<file path="src/rtl/acc_pkg.sv">
package acc_pkg;

    localparam int OP_W = 4;

    typedef enum logic [1:0] {
        ST_FETCH = 2'd0,
        ST_EXEC  = 2'd1,
        ST_READ  = 2'd2,
        ST_HALT  = 2'd3
    } state_t;

    typedef enum logic [OP_W-1:0] {
        OP_LOAD    = 4'b0000,
        OP_STORE   = 4'b0001,
        OP_ADD     = 4'b0010,
        OP_SUB     = 4'b0011,
        OP_JUMP    = 4'b0100,
        OP_JNONNEG = 4'b0101,
        OP_JNZ     = 4'b0110,
        OP_STOP    = 4'b0111
    } opcode_t;

    typedef enum logic [1:0] {
        ALU_PASS = 2'd0,
        ALU_ADD  = 2'd1,
        ALU_SUB  = 2'd2
    } alu_op_t;

    typedef enum logic [1:0] {
        BR_NONE    = 2'd0,
        BR_ALWAYS  = 2'd1,
        BR_NONNEG  = 2'd2,
        BR_NONZERO = 2'd3
    } br_cond_t;

    typedef enum logic [1:0] {
        PC_HOLD = 2'd0,
        PC_STEP = 2'd1,
        PC_JUMP = 2'd2
    } pc_op_t;

    typedef enum logic {
        SEL_PC   = 1'b0,
        SEL_OPER = 1'b1
    } addr_sel_t;

endpackage

</file>
<file path="src/rtl/acc_decode.sv">
module acc_decode
    import acc_pkg::*;
(
    input  logic [OP_W-1:0] opcode,
    output alu_op_t         alu_op,
    output br_cond_t        br_cond,
    output logic            is_read,
    output logic            is_store,
    output logic            is_stop
);

    always_comb begin
        alu_op   = ALU_PASS;
        br_cond  = BR_NONE;
        is_read  = 1'b0;
        is_store = 1'b0;
        is_stop  = 1'b0;
        case (opcode)
            OP_LOAD: begin
                is_read = 1'b1;
                alu_op  = ALU_PASS;
            end
            OP_STORE: is_store = 1'b1;
            OP_ADD: begin
                is_read = 1'b1;
                alu_op  = ALU_ADD;
            end
            OP_SUB: begin
                is_read = 1'b1;
                alu_op  = ALU_SUB;
            end
            OP_JUMP:    br_cond = BR_ALWAYS;
            OP_JNONNEG: br_cond = BR_NONNEG;
            OP_JNZ:     br_cond = BR_NONZERO;
            OP_STOP:    is_stop = 1'b1;
            default: begin
                // upper half of the code space behaves as no-operation
                br_cond = BR_NONE;
            end
        endcase
    end

endmodule

</file>
<file path="src/rtl/acc_fsm.sv">
module acc_fsm
    import acc_pkg::*;
(
    input  logic      clk,
    input  logic      rst_n,
    input  logic      is_read,
    input  logic      is_store,
    input  logic      is_stop,
    input  br_cond_t  br_cond,
    input  logic      br_taken,
    output addr_sel_t addr_sel,
    output pc_op_t    pc_op,
    output logic      mem_we,
    output logic      acc_we,
    output logic      ir_we,
    output logic      halted
);

    state_t state_q;
    state_t state_d;

    // state register
    always_ff @(posedge clk or negedge rst_n) begin
        if (!rst_n) begin
            state_q <= ST_FETCH;
        end else begin
            state_q <= state_d;
        end
    end

    // next state and outputs
    always_comb begin
        state_d  = state_q;
        addr_sel = SEL_PC;
        pc_op    = PC_HOLD;
        mem_we   = 1'b0;
        acc_we   = 1'b0;
        ir_we    = 1'b0;
        unique case (state_q)
            ST_FETCH: begin
                state_d = ST_EXEC;
            end
            ST_EXEC: begin
                ir_we = 1'b1;
                if (is_stop) begin
                    state_d = ST_HALT;
                end else if (is_read) begin
                    addr_sel = SEL_OPER;
                    state_d  = ST_READ;
                end else if (is_store) begin
                    addr_sel = SEL_OPER;
                    mem_we   = 1'b1;
                    pc_op    = PC_STEP;
                    state_d  = ST_FETCH;
                end else if (br_cond != BR_NONE) begin
                    pc_op   = br_taken ? PC_JUMP : PC_STEP;
                    state_d = ST_FETCH;
                end else begin
                    pc_op   = PC_STEP;
                    state_d = ST_FETCH;
                end
            end
            ST_READ: begin
                acc_we  = 1'b1;
                pc_op   = PC_STEP;
                state_d = ST_FETCH;
            end
            ST_HALT: begin
                state_d = ST_HALT;
            end
        endcase
    end

    assign halted = (state_q == ST_HALT);

    AST_HALT_STICKY: assert property (@(posedge clk) disable iff (!rst_n)
        halted |=> halted);

    AST_HALT_NO_WRITE: assert property (@(posedge clk) disable iff (!rst_n)
        halted |-> !mem_we);

    AST_SINGLE_WRITE: assert property (@(posedge clk) disable iff (!rst_n)
        mem_we |=> !mem_we);

    AST_READ_AFTER_EXEC: assert property (@(posedge clk) disable iff (!rst_n)
        (state_q == ST_READ) |-> ($past(state_q) == ST_EXEC));

endmodule

</file>
<file path="src/rtl/acc_datapath.sv">
module acc_datapath
    import acc_pkg::*;
#(
    parameter int DATA_W = 16,
    parameter int ADDR_W = 12
) (
    input  logic              clk,
    input  logic              rst_n,
    input  logic [DATA_W-1:0] mem_rdata,
    input  alu_op_t           dec_alu_op,
    input  br_cond_t          br_cond,
    input  addr_sel_t         addr_sel,
    input  pc_op_t            pc_op,
    input  logic              acc_we,
    input  logic              ir_we,
    output logic              br_taken,
    output logic [ADDR_W-1:0] mem_addr,
    output logic [DATA_W-1:0] mem_wdata,
    output logic [DATA_W-1:0] acc
);

    localparam logic [ADDR_W-1:0] PC_INCR = ADDR_W'(2);

    logic [ADDR_W-1:0] pc_q;
    logic [DATA_W-1:0] acc_q;
    alu_op_t           alu_op_q;
    logic [ADDR_W-1:0] operand;
    logic [DATA_W-1:0] alu_res;

    assign operand = mem_rdata[ADDR_W-1:0];

    // branch condition on the current accumulator
    always_comb begin
        case (br_cond)
            BR_ALWAYS:  br_taken = 1'b1;
            BR_NONNEG:  br_taken = ~acc_q[DATA_W-1];
            BR_NONZERO: br_taken = |acc_q;
            default:    br_taken = 1'b0;
        endcase
    end

    // arithmetic on the data word returned in READ
    always_comb begin
        case (alu_op_q)
            ALU_ADD: alu_res = acc_q + mem_rdata;
            ALU_SUB: alu_res = acc_q - mem_rdata;
            default: alu_res = mem_rdata;
        endcase
    end

    always_ff @(posedge clk or negedge rst_n) begin
        if (!rst_n) begin
            alu_op_q <= ALU_PASS;
        end else if (ir_we) begin
            alu_op_q <= dec_alu_op;
        end
    end

    always_ff @(posedge clk or negedge rst_n) begin
        if (!rst_n) begin
            acc_q <= '0;
        end else if (acc_we) begin
            acc_q <= alu_res;
        end
    end

    always_ff @(posedge clk or negedge rst_n) begin
        if (!rst_n) begin
            pc_q <= '0;
        end else begin
            case (pc_op)
                PC_STEP: pc_q <= pc_q + PC_INCR;
                PC_JUMP: pc_q <= operand;
                default: pc_q <= pc_q;
            endcase
        end
    end

    assign mem_addr  = (addr_sel == SEL_OPER) ? operand : pc_q;
    assign mem_wdata = acc_q;
    assign acc       = acc_q;

    AST_ACC_ONLY_ON_READ: assert property (@(posedge clk) disable iff (!rst_n)
        !$stable(acc_q) |-> $past(acc_we));

endmodule

</file>
<file path="src/rtl/acc_core.sv">
module acc_core
    import acc_pkg::*;
#(
    parameter int DATA_W = 16,
    parameter int ADDR_W = 12
) (
    input  logic              clk,
    input  logic              rst_n,
    output logic [ADDR_W-1:0] mem_addr,
    output logic [DATA_W-1:0] mem_wdata,
    input  logic [DATA_W-1:0] mem_rdata,
    output logic              mem_we,
    output logic              halted,
    output logic [DATA_W-1:0] acc_out
);

    localparam int OPC_LSB = DATA_W - OP_W;

    logic [OP_W-1:0] opcode;
    alu_op_t         dec_alu_op;
    br_cond_t        dec_br_cond;
    logic            dec_is_read;
    logic            dec_is_store;
    logic            dec_is_stop;
    logic            br_taken;
    addr_sel_t       addr_sel;
    pc_op_t          pc_op;
    logic            acc_we;
    logic            ir_we;

    assign opcode = mem_rdata[DATA_W-1:OPC_LSB];

    acc_decode u_decode (
        .opcode   (opcode),
        .alu_op   (dec_alu_op),
        .br_cond  (dec_br_cond),
        .is_read  (dec_is_read),
        .is_store (dec_is_store),
        .is_stop  (dec_is_stop)
    );

    acc_fsm u_fsm (
        .clk      (clk),
        .rst_n    (rst_n),
        .is_read  (dec_is_read),
        .is_store (dec_is_store),
        .is_stop  (dec_is_stop),
        .br_cond  (dec_br_cond),
        .br_taken (br_taken),
        .addr_sel (addr_sel),
        .pc_op    (pc_op),
        .mem_we   (mem_we),
        .acc_we   (acc_we),
        .ir_we    (ir_we),
        .halted   (halted)
    );

    acc_datapath #(
        .DATA_W (DATA_W),
        .ADDR_W (ADDR_W)
    ) u_datapath (
        .clk        (clk),
        .rst_n      (rst_n),
        .mem_rdata  (mem_rdata),
        .dec_alu_op (dec_alu_op),
        .br_cond    (dec_br_cond),
        .addr_sel   (addr_sel),
        .pc_op      (pc_op),
        .acc_we     (acc_we),
        .ir_we      (ir_we),
        .br_taken   (br_taken),
        .mem_addr   (mem_addr),
        .mem_wdata  (mem_wdata),
        .acc        (acc_out)
    );

    AST_HALT_FROZEN: assert property (@(posedge clk) disable iff (!rst_n)
        halted |=> ($stable(acc_out) && $stable(mem_addr)));

endmodule

</file>
<file path="config.mk">
export PLATFORM = sky130hd
export DESIGN_NAME = acc_core
export DESIGN_NICKNAME = d
export VERILOG_FILES = /design/src/rtl/acc_pkg.sv /design/src/rtl/acc_decode.sv /design/src/rtl/acc_fsm.sv /design/src/rtl/acc_datapath.sv /design/src/rtl/acc_core.sv
export SDC_FILE = /design/constraint.sdc
export NUM_CORES = 1
export LEC_CHECK = 0
export ABC_AREA = 0
export ABC_CLOCK_PERIOD_IN_PS = 4400
export BUFFER_PORTS_ARGS = -buffer_cell sky130_fd_sc_hd__buf_2
export CAP_MARGIN = 20
export CORE_MARGIN = 2
export CORE_UTILIZATION = 56
export CTS_BUF_LIST = sky130_fd_sc_hd__clkbuf_4
export DETAILED_ROUTE_END_ITERATION = 16
export PLACE_DENSITY_LB_ADDON = 0.12
export SLEW_MARGIN = 5
export SYNTH_ARGS = -nofsm -noshare
export SYNTH_HDL_FRONTEND = slang
export SYNTH_SLANG_ARGS = --single-unit
</file>
<file path="constraint.sdc">
create_clock -name clk -period 4.4 [get_ports clk]
set_input_delay 0.44 -clock clk [delete_from_list [all_inputs] [get_ports clk]]
set_output_delay 0.44 -clock clk [all_outputs]
set_load 0.02 [all_outputs]
</file>
==> impl_results.md <==
- Outcome: completed
- Worst setup EP type: flip-flop
- Number of buffers created by CTS: 5
- Static leakage: 1.50 nW
- Asr flop ratio synth: 100%
- Power per cell area: roughly 700 nW/um^2
- Final Hold Fails: 0
- CTS tree: built
- Ranking of synthesized cells by area: dfrtp_1 (26%), ha_1 (9.2%), a21oi_1 (5.6%)
- Fillers: between 500 and 600
- Worst-path fanout max: 15
- EDFF count, synth: 0
- Commonest non-fill, non-tap cell in the layout: buf_2
- Hold-fix buffers, CTS: 0
- Cell taking the most area after synthesis: dfrtp_1
- Antenna violations before repair: 0
- Die H: 78.8 um
- Most frequent cells in the layout: buf_2 (63), nor2_1 (46), a21oi_1 (35), dfrtp_1 (32), o21ai_0 (30)
- Overall power: 2.34 mW
- Synthesized net count: 429
- Reg-to-reg critical path endpoint: u_datapath.acc[14]
- Part of the cycle the worst path needs: 75.5%
- Mapped cell area: 3130 um^2
- Top_reg_cell synth: dfrtp_1
- Vias per cell: 5.92
- Die Wd: 78.8 um
- Worst min path class: in2async
- Post-synth top area share: 25.6%
- CP Launch Type: flip-flop
- Syn. warnings: 0
- Reg2reg path depth: 13
- GRT Overall Usage: 26.0%
- Max-cap viol count: 0
- Post-route setup slack: 1.08 ns
- I/O Buffers: 63
- Setup_tns: 0 ns
- Syn-to-layout area delta: 8.47%
- Peak Freq: ~300 MHz
- Clock Pin Slew Worst Setup and Hold Paths: 0.11 ns
- Worst r2r src: u_datapath.alu_op_q[0]
- FF+latch count, synth: 32
- Setup Slack @ Placement: 0.750 ns
- H-tree Lvls: 2
- Synth Instances: 387
- Worst Tran Pin Value: between 0.9 and 1 ns
- Clock Sink Count: 32
- Layout cells sized above 1: between 20 and 25%
- Full die area: around 6200 um^2
- Kind of critical path: reg2reg
- Postcts setup bufs: 0
- Largest net degree at the start of global routing: 33
- Min Clock Period, post-route: 3.32 ns
- First-pass GRT wire length: 12800 um
- Drt pass-1 iters: 5
- Routed wire per std cell: between 15 and 20 um
- Drc violations: 0
- Antenna cells: 0
- Register area share after synthesis: 25.6%
- 1st-iter DRT viols: 265
- # nets final: roughly 470
- Max Root-Sink Buffers: 2
- Clk_skew: roughly 0.0076 ns
- Rows: 27
- # IOs: 64
- VDD IR max: between 0.3 and 0.4 mV
- Worst-Skew Late Latency: 0.35 ns
- Core ar.: 5440 um^2
- Crit path arrival time: between 3 and 4 ns
- Reg2Reg Setup Slack: about 1.1 ns
- Drt total wl: 7660 um
- Gr ovfl total: 0
- Root buf cell: clkbuf_4
- GP Congestion: 0.899
- Number of global-route vias before repair: 2653
- CP Data Required Time: 4.65 ns
- Starting Density: 57.6%
- Final slew viol count: 0
- Yosys cell types: 59
- Max-slew headroom: between 30 and 40%
- Resized cells post-CTS: 0
- Hpwl dp: ~5700 um
- Detail Route Antenna Nets: 0
- Synthesized area per cell: 8.09 um^2
- Via count: 2930
- Final setup viols: 0
- RSZ-0062 raised after global routing: no
-- registers in the layout, indices dropped and copies added (netlist names) --
register and flops:
u_datapath.pc_q 12, u_datapath.alu_op_q 2, u_fsm.state_q 2, u_datapath.acc 16
-- cells by family (layout without fill, tap and decap cells) --
group	Yosys count	in the layout	synth area share (%)
and+or+nand+nor	121	121	19.4
AOI/OAI and AO/OA	109	109	21.9
buffers and inverters	54	90	8.67
DFF	32	32	25.6
adders and majority gates	24	24	9.83
xor gates and xnor gates	24	24	6.71
muxes	23	23	7.95
-- final cells by class --
type | count | area (um^2) | area share (%)
clock buffer | 5 | 37.5 | 1.11
timing repair buffer | 66 | 338 | 9.95
tap | 72 | 90.1 | 2.65
clock inverter | 2 | 7.51 | 0.221
sequential | 32 | 801 | 23.6
multi-input combinational | 301 | 2060 | 60.6
inverter | 17 | 63.8 | 1.88
-- cells in the mapped netlist, types with 2 or more instances --
cell,instances
nor2b_1,2
and3_1,9
o21a_1,2
xor2_1,6
a22oi_1,2
dfrtp_1,32
a32oi_1,3
o21bai_1,3
nor3_1,10
or4_1,2
mux2i_1,8
nand2_1,22
buf_1,3
xnor2_1,18
o22a_1,2
a211oi_1,3
nand4_1,2
nor4_1,4
nor3b_1,2
clkbuf_1,16
nand3_1,7
a21oi_1,35
buf_4,16
a21oi_2,2
nor2_1,46
ha_1,23
inv_1,17
o21ai_1,3
a31oi_1,11
o21ai_0,30
mux2_2,14
nand2b_1,5
-- how the worst max path moves through the flow --
stage,start,endpoint
5_1_grt,u_datapath.alu_op_q[0],u_datapath.acc[14]
3_3_place_gp,mem_rdata[0],u_datapath.acc[12]
2_1_floorplan,mem_rdata[0],u_datapath.acc[15]
4_1_cts,u_datapath.alu_op_q[0],u_datapath.acc[14]
3_5_place_dp,mem_rdata[0],u_datapath.acc[15]
6_report,u_datapath.alu_op_q[0],u_datapath.acc[14]
-- power breakdown --
group / internal [mW] / total [mW] / switching [mW] / leakage, nW
sequential: 0.415 / 0.576 / 0.161 / 0.377
clock: 0.0557 / 0.165 / 0.109 / 0.0261
combinational: 0.646 / 1.60 / 0.954 / 1.10
-- critical path: stages, from the launching register on --
cell and delay [ns]:
dfrtp_1 0.38, inv_1 0.07, ha_1 0.14, buf_4 0.18, or2_0 0.28, o21ai_0 0.21, nor2_1 0.17, xor2_1 0.16
ha_1 0.30, and3_1 0.23, a311oi_1 0.41, a2111oi_0 0.18, a31o_2 0.26, a211o_1 0.26
-- metrics by stage --
step | hold slack, ns | cells | util, % | instance area, um^2
finish | 0.149 | 495 | 62.4 | 3400
global route | 0.207 | 495 | 62.4 | 3400
global placement | 0.489 | 487 | 61.5 | 3340
detailed placement | 0.495 | 487 | 61.5 | 3340
floorplan | 0.144 | 387 | - | 3130
CTS | 0.183 | 494 | 62.3 | 3390
-- layer usage --
metal	GRT usage, %	share of wire [%]	vias to the layer above
met5	0	0	-
met4	7.37	1.3	0
met3	4.09	6.1	13
met2	42.0	47	99
met1	36.2	46	1377
li1	-	-	1441
No activity file was read; power rests on OpenSTA's default activity.
